$ cat config.mk
export PLATFORM = sky130hd
export DESIGN_NAME = irq_distributor
export DESIGN_NICKNAME = d
export VERILOG_FILES = /design/src/rtl/irq_dist_pkg.sv /design/src/rtl/irq_src_cell.sv /design/src/rtl/irq_prio_pick.sv /design/src/rtl/irq_distributor.sv
export SDC_FILE = /design/constraint.sdc
export NUM_CORES = 1
export LEC_CHECK = 0
export ABC_AREA = 1
export ABC_CLOCK_PERIOD_IN_PS = 12150
export BUFFER_PORTS_ARGS = -buffer_cell sky130_fd_sc_hd__buf_2
export CORE_MARGIN = 3
export CORE_UTILIZATION = 62
export CTS_CLUSTER_DIAMETER = 40
export DETAILED_ROUTE_END_ITERATION = 6
export HOLD_SLACK_MARGIN = 0.03
export PLACE_DENSITY_LB_ADDON = 0.12
export SLEW_MARGIN = 5
export SYNTH_ARGS = -nofsm -noshare
export SYNTH_HDL_FRONTEND = slang
export SYNTH_SLANG_ARGS = --single-unit
$ cat constraint.sdc
create_clock -name clk -period 12.15 [get_ports clk]
set_input_delay 1.8225 -clock clk [delete_from_list [all_inputs] [get_ports clk]]
set_output_delay 1.8225 -clock clk [all_outputs]
set_load 0.01 [all_outputs]
$ cat src/rtl/irq_dist_pkg.sv
package irq_dist_pkg;

   typedef enum logic [1:0] {
      SRC_IDLE    = 2'b00,
      SRC_PEND    = 2'b01,
      SRC_ACT     = 2'b10,
      SRC_ACTPEND = 2'b11
   } src_state_e;

   typedef enum logic [2:0] {
      SEL_SETEN  = 3'd0,
      SEL_CLREN  = 3'd1,
      SEL_GROUP  = 3'd2,
      SEL_TRIG   = 3'd3,
      SEL_PRIO   = 3'd4,
      SEL_GLOBAL = 3'd5
   } cfg_sel_e;

endpackage

$ cat src/rtl/irq_src_cell.sv
module irq_src_cell
   import irq_dist_pkg::*;
(
   input  logic clk,
   input  logic rst_n,
   input  logic line,
   input  logic edge_mode,
   input  logic take,
   input  logic retire,
   output logic pend_out
);

   src_state_e state_q, state_d;
   logic       line_q;
   logic       rise;
   logic       evt;

   assign rise = line & ~line_q;
   assign evt  = edge_mode ? rise : line;

   always_comb begin
      state_d = state_q;
      case (state_q)
         SRC_IDLE: begin
            if (evt) state_d = SRC_PEND;
         end
         SRC_PEND: begin
            if (take)
               state_d = (!edge_mode && line) ? SRC_ACTPEND : SRC_ACT;
            else if (!edge_mode && !line)
               state_d = SRC_IDLE;
         end
         SRC_ACT: begin
            if (retire)
               state_d = evt ? SRC_PEND : SRC_IDLE;
            else if (evt)
               state_d = SRC_ACTPEND;
         end
         default: begin
            if (retire)
               state_d = (edge_mode || line) ? SRC_PEND : SRC_IDLE;
            else if (!edge_mode && !line)
               state_d = SRC_ACT;
         end
      endcase
   end

   always_ff @(posedge clk or negedge rst_n) begin
      if (!rst_n) begin
         state_q <= SRC_IDLE;
         line_q  <= 1'b0;
      end else begin
         state_q <= state_d;
         line_q  <= line;
      end
   end

   assign pend_out = (state_q == SRC_PEND);

endmodule

$ cat src/rtl/irq_prio_pick.sv
module irq_prio_pick #(
   parameter int NUM_SRC = 8,
   parameter int PRIO_W  = 8,
   parameter int ID_W    = 4
) (
   input  logic [NUM_SRC-1:0]             elig,
   input  logic [NUM_SRC-1:0][PRIO_W-1:0] prio,
   output logic                           found,
   output logic [ID_W-1:0]                win_id,
   output logic [PRIO_W-1:0]              win_prio
);

   always_comb begin
      found    = 1'b0;
      win_id   = '1;
      win_prio = '1;
      for (int i = 0; i < NUM_SRC; i++) begin
         if (elig[i] && (!found || (prio[i] < win_prio))) begin
            found    = 1'b1;
            win_id   = ID_W'(i);
            win_prio = prio[i];
         end
      end
   end

endmodule

$ cat src/rtl/irq_distributor.sv
module irq_distributor
   import irq_dist_pkg::*;
#(
   parameter  int NUM_SRC = 8,
   parameter  int PRIO_W  = 8,
   localparam int ID_W    = $clog2(NUM_SRC + 1),
   localparam int IDX_W   = (NUM_SRC > 1) ? $clog2(NUM_SRC) : 1,
   localparam int DATA_W  = (NUM_SRC > PRIO_W) ? NUM_SRC : PRIO_W
) (
   input  logic               clk,
   input  logic               rst_n,
   input  logic [NUM_SRC-1:0] irq_line,
   input  logic               cfg_we,
   input  logic [2:0]         cfg_sel,
   input  logic [IDX_W-1:0]   cfg_idx,
   input  logic [DATA_W-1:0]  cfg_wdata,
   input  logic               ack,
   input  logic               deact,
   input  logic [ID_W-1:0]    deact_id,
   output logic               irq_req,
   output logic [ID_W-1:0]    hp_id,
   output logic [PRIO_W-1:0]  hp_prio
);

   if (NUM_SRC < 2) begin : g_bad_num
      $error("irq_distributor: NUM_SRC must be at least 2");
   end
   if (PRIO_W < 1) begin : g_bad_prio
      $error("irq_distributor: PRIO_W must be at least 1");
   end

   logic [NUM_SRC-1:0]             en_q;
   logic [NUM_SRC-1:0]             grp_q;
   logic [NUM_SRC-1:0]             trig_q;
   logic [1:0]                     grp_en_q;
   logic [PRIO_W-1:0]              prio_q [NUM_SRC];
   logic [NUM_SRC-1:0][PRIO_W-1:0] prio_flat;
   logic [NUM_SRC-1:0]             pend;
   logic [NUM_SRC-1:0]             elig;

   always_ff @(posedge clk or negedge rst_n) begin
      if (!rst_n) begin
         en_q     <= '0;
         grp_q    <= '0;
         trig_q   <= '0;
         grp_en_q <= '0;
      end else if (cfg_we) begin
         case (cfg_sel)
            SEL_SETEN:  en_q     <= en_q | cfg_wdata[NUM_SRC-1:0];
            SEL_CLREN:  en_q     <= en_q & ~cfg_wdata[NUM_SRC-1:0];
            SEL_GROUP:  grp_q    <= cfg_wdata[NUM_SRC-1:0];
            SEL_TRIG:   trig_q   <= cfg_wdata[NUM_SRC-1:0];
            SEL_GLOBAL: grp_en_q <= cfg_wdata[1:0];
            default: ;
         endcase
      end
   end

   for (genvar i = 0; i < NUM_SRC; i++) begin : g_src
      logic take_i;
      logic retire_i;

      always_ff @(posedge clk or negedge rst_n) begin
         if (!rst_n)
            prio_q[i] <= '0;
         else if (cfg_we && (cfg_sel == SEL_PRIO) && (cfg_idx == IDX_W'(i)))
            prio_q[i] <= cfg_wdata[PRIO_W-1:0];
      end

      assign prio_flat[i] = prio_q[i];
      assign take_i       = ack && irq_req && (hp_id == ID_W'(i));
      assign retire_i     = deact && (deact_id == ID_W'(i));

      irq_src_cell u_cell (
         .clk       (clk),
         .rst_n     (rst_n),
         .line      (irq_line[i]),
         .edge_mode (trig_q[i]),
         .take      (take_i),
         .retire    (retire_i),
         .pend_out  (pend[i])
      );

      assign elig[i] = pend[i] & en_q[i] & grp_en_q[grp_q[i]];
   end

   irq_prio_pick #(
      .NUM_SRC (NUM_SRC),
      .PRIO_W  (PRIO_W),
      .ID_W    (ID_W)
   ) u_pick (
      .elig     (elig),
      .prio     (prio_flat),
      .found    (irq_req),
      .win_id   (hp_id),
      .win_prio (hp_prio)
   );

endmodule

==> results of run 1 <==
## worst max-delay path: cells and delay by family, from the launching register on
kind / cells / cell delay [ns]
simple gates: 34 / 3.74
compound gates: 22 / 3.21
fa+ha+maj: 7 / 1.97
buf+inv: 1 / 0.19
flops: 1 / 0.41
## kinds of logic (layout without fill, tap and decap cells)
family,after synthesis,in the layout,share of synthesized area
fa+ha+maj,40,40,0.0719
flops,114,114,0.410
compound gates,204,204,0.156
simple gates,481,484,0.295
buf+inv,123,204,0.0672
## through the flow
stage           util  total power, W  setup TNS, ns  cells  setup WS (ns)
2_1_floorplan      -         0.00111              0    962          0.767
3_3_place_gp   0.670         0.00132              0   1126         0.0604
3_5_place_dp   0.670         0.00134          -1.54   1126         -0.224
4_1_cts        0.726         0.00186              0   1159         0.0481
5_1_grt        0.783         0.00223          -3.18   1186         -0.324
6_report       0.783         0.00208              0   1186          0.208
## registers in the layout, summed over array words and instances (netlist names), named ones only
| name | flops |
|---|---|
| g_src.u_cell.state_q | 16 |
| prio_flat | 64 |
| grp_en_q | 2 |
| grp_q | 8 |
| g_src.u_cell.line_q | 8 |
| trig_q | 8 |
## cell type report
cell class              count  area (um^2)  area share
repair inverters            1         6.26    0.000734
multi-input cells         728         4090       0.480
clock inverters            10          135      0.0159
inverters                 101          387      0.0454
repair buffers             71          440      0.0517
flip-flops and latches    114         2850       0.335
well taps                 140          175      0.0206
clock buffers              21          439      0.0515
## routing by layer
layer,share of wire,GRT usage
met5,0,0
met2,0.48,0.480
met4,0.028,0.117
met3,0.057,0.0592
met1,0.44,0.423
## timing repair
action | in CTS | in global routing
pin swaps | 1 | 21
resized for setup | 27 | 97
endpoints found under the setup margin | 11 | 11
gates cloned | 0 | 4
endpoints found under the hold margin | 0 | 0
buffers inserted | 2 | 23
## power breakdown
part | internal, W | total (W) | leakage (nW) | switching (W)
Combinational | 0.000405 | 0.00106 | 2.62 | 0.000658
Sequential | 0.000452 | 0.000519 | 1.44 | 0.0000672
Clock | 0.000315 | 0.000493 | 0.282 | 0.000178
Total | 0.00117 | 0.00208 | 4.34 | 0.000903
## cells in the final DEF, fill, tap and decap left out, drive strengths merged, types with 3 or more instances in the layout
cell / instances
nand2: 312
o21ai: 151
dfrtp: 114
inv: 101
nor2: 82
buf: 71
nand3: 64
ha: 40
a21oi: 23
clkbuf: 21
a211oi: 12
a31oi: 8
nand4: 7
nor3: 7
clkinv: 7
or2: 6
nand3b: 5
o21bai: 3
bufinv: 3
## path summary, 6_finish.rpt
kind / to / slack (ns) / cells after the start
worst max-delay path: hp_prio[0] / 0.21 / 64
worst min-delay path: prio_flat[48]$_DFFE_PN0P_ / 0.49 / 2
worst max register to register: g_src[5].u_cell.state_q[0]$_DFFE_PN0P_ / 2.26 / 69
worst min register to register: prio_flat[48]$_DFFE_PN0P_ / 0.49 / 2
max in group asynchronous: prio_flat[10]$_DFFE_PN0P_ / 9.61 / 2
min in group asynchronous: prio_flat[63]$_DFFE_PN0P_ / 1.35 / 1
==> summary.md, run 1 <==
| Metric | Value |
|---|---|
| Placement Cell Area | 0.00729 mm^2 |
| Tcrit/Tclk final | 0.983 |
| Final nets | 1105 |
| PortBufs | 43 |
| I/O pin count | 44 |
| Worst vdd ir | 0.200 mV |
| Worst skew pair latency | 0.54 ns |
| Max-cap violations | 0 |
| Ranking of synthesized cells by area | dfrtp_1, nand2_1, o21ai_0 |
| Async set or reset register ratio after synthesis | 1.00 |
| Post-DRT Antenna Nets | 0 |
| Clock Skew | 0.00484 ns |
| Critical Path Fanout Max | 13 |
| Slew Viols, Final | 0 |
| Worst Hold Launch | prio_flat[48]$_DFFE_PN0P_ |
| CP startpoint kind | flop |
| CTS Hold Bufs | 0 |
| Root Buffer | clkbuf_8 |
| Synthesis warning total | 0 |
| Synth cell types | 32 |
| Pin count of the biggest net entering global routing | 60 |
| Worst path arrival time | 10.12 ns |
| Sink Count | 114 |
| Critical path endpoint category | output pin |
| Die height | 112 um |
| Final setup viols | 0 |
| Placer Congestion | 0.915 |
| Hold Slack | 0.492 ns |
| Site Rows | 38 |
| Period minus WS final | 11.94 ns |
| Bufs on Longest Clock Path | 2 |
| CTS tree | yes |
| Synth top area share | 0.410 |
| Antenna violations before repair | 0 |
| # diodes | 0 |
| F_max | 83.7 MHz |
| Min-delay worst type | reg2reg |
| EDFF count, synth | 0 |
| CP startpoint | grp_q[0]$_DFFE_PN0P_ |
| Pwr Density | 243 mW/mm^2 |
| FF+latch count, synth | 114 |
| Outcome | completed |
| Syn_nets | 1033 |
| Pre-Repair DR Iteration Count | 5 |
| Die Wd | 112 um |
| Pleak | 4.34 nW |
| DP HPWL | 12800 um |
| Critical path required time | 10.33 ns |
| Via count | 6830 |
| DR WL/cell | 16.7 um |
| First-pass GRT wire length | 30400 um |
| Crit path kind | reg2out |
| CTS clk-pin slew, worst paths | 0.06 ns |
| Worst slew margin | 0.0325 |
| Core Footprint | 0.0109 mm^2 |
| Area Overhead vs Synth | 22.4% |
| # DRC | 0 |
| Post-synthesis sequential area ratio | 0.410 |
| Worst flop-to-flop path startpoint | grp_q[0]$_DFFE_PN0P_ |
| Design area | 0.00852 mm^2 |
| Worst Tran Pin Value | 1.44 ns |
| Most frequent cell after synthesis | nand2_1 |
| Routed Wire Length | 19800 um |
| GRT Util Overall | 0.306 |
| Synth Instances | 962 |
| Vias in the first global route | 6145 |
| DIE AREA | 0.0125 mm^2 |
| CTS buffer count | 17 |
| Remaining global-route overflow | 0 |
| Fraction of layout cells with a size suffix above 1 | 0.186 |
| Netlist Area Pre-Place | 0.00697 mm^2 |
| DR vias/cell | 5.76 |
| Synth area leader | dfrtp_1 |
| CP max-delay cell | dfrtp_1 |
| Fillers | 781 |
| Cell mode on critical path | nand2_4 |
| Post-synth top flop | dfrtp_1 |
| Max incr delay on CP | 0.41 ns |
| Mapped Avg Cell Area | 7.24 um^2 |
| Synth top cells by count | nand2_1, o21ai_0, dfrtp_1, inv_1, nor2_1 |
| H-tree depth | 4 |
| DRT iter0 DRCs | 744 |
| Initial Util | 0.640 |
| Final-report hold violation count | 0 |
Note: power is estimated with default switching activity, not from simulation.
==> run 2: changes to the inputs <==
--- a/config.mk
+++ b/config.mk
@@ -9,7 +9,7 @@
 export ABC_CLOCK_PERIOD_IN_PS = 12150
 export BUFFER_PORTS_ARGS = -buffer_cell sky130_fd_sc_hd__buf_2
 export CORE_MARGIN = 3
-export CORE_UTILIZATION = 62
+export CORE_UTILIZATION = 45
 export CTS_CLUSTER_DIAMETER = 40
 export DETAILED_ROUTE_END_ITERATION = 6
 export HOLD_SLACK_MARGIN = 0.03
==> run 2 against run 1 <==
The flow now finishes with violations (capacitance limit, slew limit); sequential power hardly changed; worst hold slack worse by 0.0089 ns; clock skew is 0.0031 ns higher; final cell count is 4.4% higher; flip-flop and latch count stayed put; cell area is 3.1% higher; wire length is 1.3% lower; die area is 36% higher; utilization is 19 points lower; worst setup slack better by 0.43 ns; clock power is 6.9% higher; largest power group unchanged.
==> summary.md, run 2 (synthesis gave the netlist of run 1 again) <==
| Metric | Value |
|---|---|
| Worst path arrival time | 9.69 ns (-0.43 ns) |
| P_sw | 0.000900 W (-0.34%) |
| Period minus WS final | 11.51 ns (-0.429 ns) |
| # diodes | 0 (unchanged) |
| Core Util, Final | 0.594 (-0.189) |
| Area Overhead vs Synth | 26.2% |
| DP HPWL | 13200 um (+3.1%) |
| Worst skew pair latency | 0.42 ns (-0.12 ns) |
| Tot Pwr | 0.00212 W (+1.9%) |
| CTS buffer count | 17 (unchanged) |
| Die Wd | 130 um (+16%) |
| PortBufs | 43 (unchanged) |
| Pleak | 4.39 nW (+1.3%) |
| Worst vdd ir | 0.122 mV (-39%) |
| Hold Crit Depth | 2 (unchanged) |
| Commonest non-fill, non-tap cells in the layout | nand2_1, dfrtp_1, o21ai_0 |
| Antenna violations before repair | 0 (unchanged) |
| Max-cap violations | 2 (+2) |
| Reg-to-Reg End | g_src[6].u_cell.state_q[0]$_DFFE_PN0P_ |
| Critical path required time | 10.33 ns (about the same) |
| Setup repair after global routing missed its margin | yes |
| Internal | 0.00122 W (+3.7%) |
| Critical Path Fanout Max | 11 (-2) |
| CP max-delay cell | dfrtp_1 |
| Post-DRT Antenna Nets | 0 (unchanged) |
| Final-report hold violation count | 0 (unchanged) |
| Max incr delay on CP | 0.41 ns (about the same) |
| Pwr Density | 241 mW/mm^2 (-1.2%) |
| Fraction of layout cells with a size suffix above 1 | 0.198 (+0.0119) |
| Worst Hold Launch | prio_flat[56]$_DFFE_PN0P_ |
| GRT Util Overall | 0.225 (-0.0805) |
| Cell mode on critical path | nand2_1 |
| Clock share of power | 0.249 (+0.011) |
| R2R setup slack | 2.51 ns (+0.25 ns) |
| F_max | 86.9 MHz (+3.7%) |
| Crit path kind | reg2out |
| DIE AREA | 0.0170 mm^2 (+36%) |
| Worst flop-to-flop path startpoint | grp_q[0]$_DFFE_PN0P_ |
| Worst reg-to-reg path cell count | 76 (+10%) |
| DRT iter0 DRCs | 444 (-40%) |
| Tcrit/Tclk final | 0.948 (-0.0353) |
| Vias in the first global route | 5497 (-11%) |
| Worst slew margin | -0.00893 (-0.0415) |
| Commonest non-fill, non-tap cell in the layout | nand2_1 |
| Failing checks | capacitance limit, slew limit |
| Remaining global-route overflow | 0 (unchanged) |
| Sink Count | 114 (unchanged) |
| Pin count of the biggest net entering global routing | 68 (+13%) |
| DR WL/cell | 15.8 um (-5.4%) |
| Clock Skew | 0.00791 ns (+0.00307 ns) |
| CP startpoint kind | flop |
| CTS clk-pin slew, worst paths | 0.06 ns (about the same) |
| Min-delay worst type | reg2reg |
| Initial Util | 0.470 (-0.169) |
| CTS tree | yes |
| Core Footprint | 0.0148 mm^2 (+36%) |
| Routed Wire Length | 19600 um (-1.3%) |
| H-tree depth | 4 (unchanged) |
| CTS Hold Bufs | 0 (unchanged) |
| Seq pwr share | 0.246 (-0.004) |
| # DRC | 0 (unchanged) |
| Via count | 6506 (-4.7%) |
| Max reg flops | 64 (unchanged) |
| Comb pwr share | 0.505 (-0.007) |
| Hold Slack | 0.483 ns (-0.00888 ns) |
| Worst Tran Pin Value | 1.50 ns (+0.0618 ns) |
| Placer Congestion | 0.876 (-4.3%) |
| Outcome | finished with violations |
| DR vias/cell | 5.26 (-8.7%) |
| Pre-Repair DR Iteration Count | 7 (+2) |
| Slew Viols, Final | 8 (+8) |
| Bufs on Longest Clock Path | 2 (unchanged) |
| Critical path endpoint category | output pin |
| Worst hold endpoint | prio_flat[56]$_DFFE_PN0P_ |
| I/O pin count | 44 (unchanged) |
| Final nets | 1112 (+0.63%) |
| Sw Share | 0.425 (-0.00967) |
| Site Rows | 44 (+16%) |
| Final setup viols | 0 (unchanged) |
| Root Buffer | clkbuf_16 |
| Die height | 130 um (+16%) |
| First-pass GRT wire length | 29400 um (-3.4%) |
-- run 2: layout make-up --
cell class	instances	area (um^2)
flip-flops and latches	114	2850
inverters	101	389
repair buffers	76	477
fillers	1342	6020
clock inverters	12	153
multi-input cells	730	4220
repair inverters	1	6.26
clock buffers	20	467
well taps	184	230
-- run 2: worst max-delay path by stage --
stage,from,to,slack [ns],cells after the start
after detailed placement,grp_en_q[1]$_DFFE_PN0P_,hp_prio[7],-0.09,62
after global routing,grp_q[0]$_DFFE_PN0P_,hp_prio[2],-0.17,73
after floorplan,grp_en_q[0]$_DFFE_PN0P_,hp_prio[4],0.77,78
after CTS,grp_en_q[1]$_DFFE_PN0P_,hp_prio[7],0.02,66
final,grp_q[0]$_DFFE_PN0P_,hp_id[0],0.64,72
after global placement,grp_en_q[1]$_DFFE_PN0P_,hp_prio[6],0.02,62
-- run 2: metrics by stage --
step                      cells  cell area, um^2  setup slack (ns)  setup TNS, ns
after CTS                  1203             7970            0.0240              0
after global placement     1171             7350            0.0232              0
after floorplan             962             6970             0.767              0
after global routing       1238             8790            -0.168          -1.47
after detailed placement   1171             7350           -0.0885         -0.573
final                      1238             8790             0.638              0
-- run 2: critical path, delay by kind of cell, from the launching register on --
family	cells	cell delay (ns)
AND/OR/NAND/NOR	41	3.68
adder cells (fa/ha/maj)	7	1.83
AO/OA/AOI/OAI	16	2.40
buffers and inverters	8	0.93
flip-flops	1	0.41
-- run 2: power groups by stage --
stage	Clock, W	Sequential, W	Combinational (W)
floorplan	0	0.000499	0.000614
global placement	0	0.000518	0.000821
detailed placement	0	0.000517	0.000828
CTS	0.000534	0.000512	0.000836
global route	0.000552	0.000530	0.00121
finish	0.000527	0.000521	0.00107
-- run 2: per-layer routing --
layer,wire [um],GRT usage
met1,9570,0.337
met2,8740,0.325
met3,972,0.0549
met4,296,0.0647
met5,0,0
-- run 2: timing repair --
item / in CTS / in global routing
buffers inserted: 0 / 29
endpoints found under the hold margin: 0 / 0
gates resized for setup: 14 / 130
endpoints found under the setup margin: 11 / 11
cloned: 0 / 6
pin swaps: 0 / 26
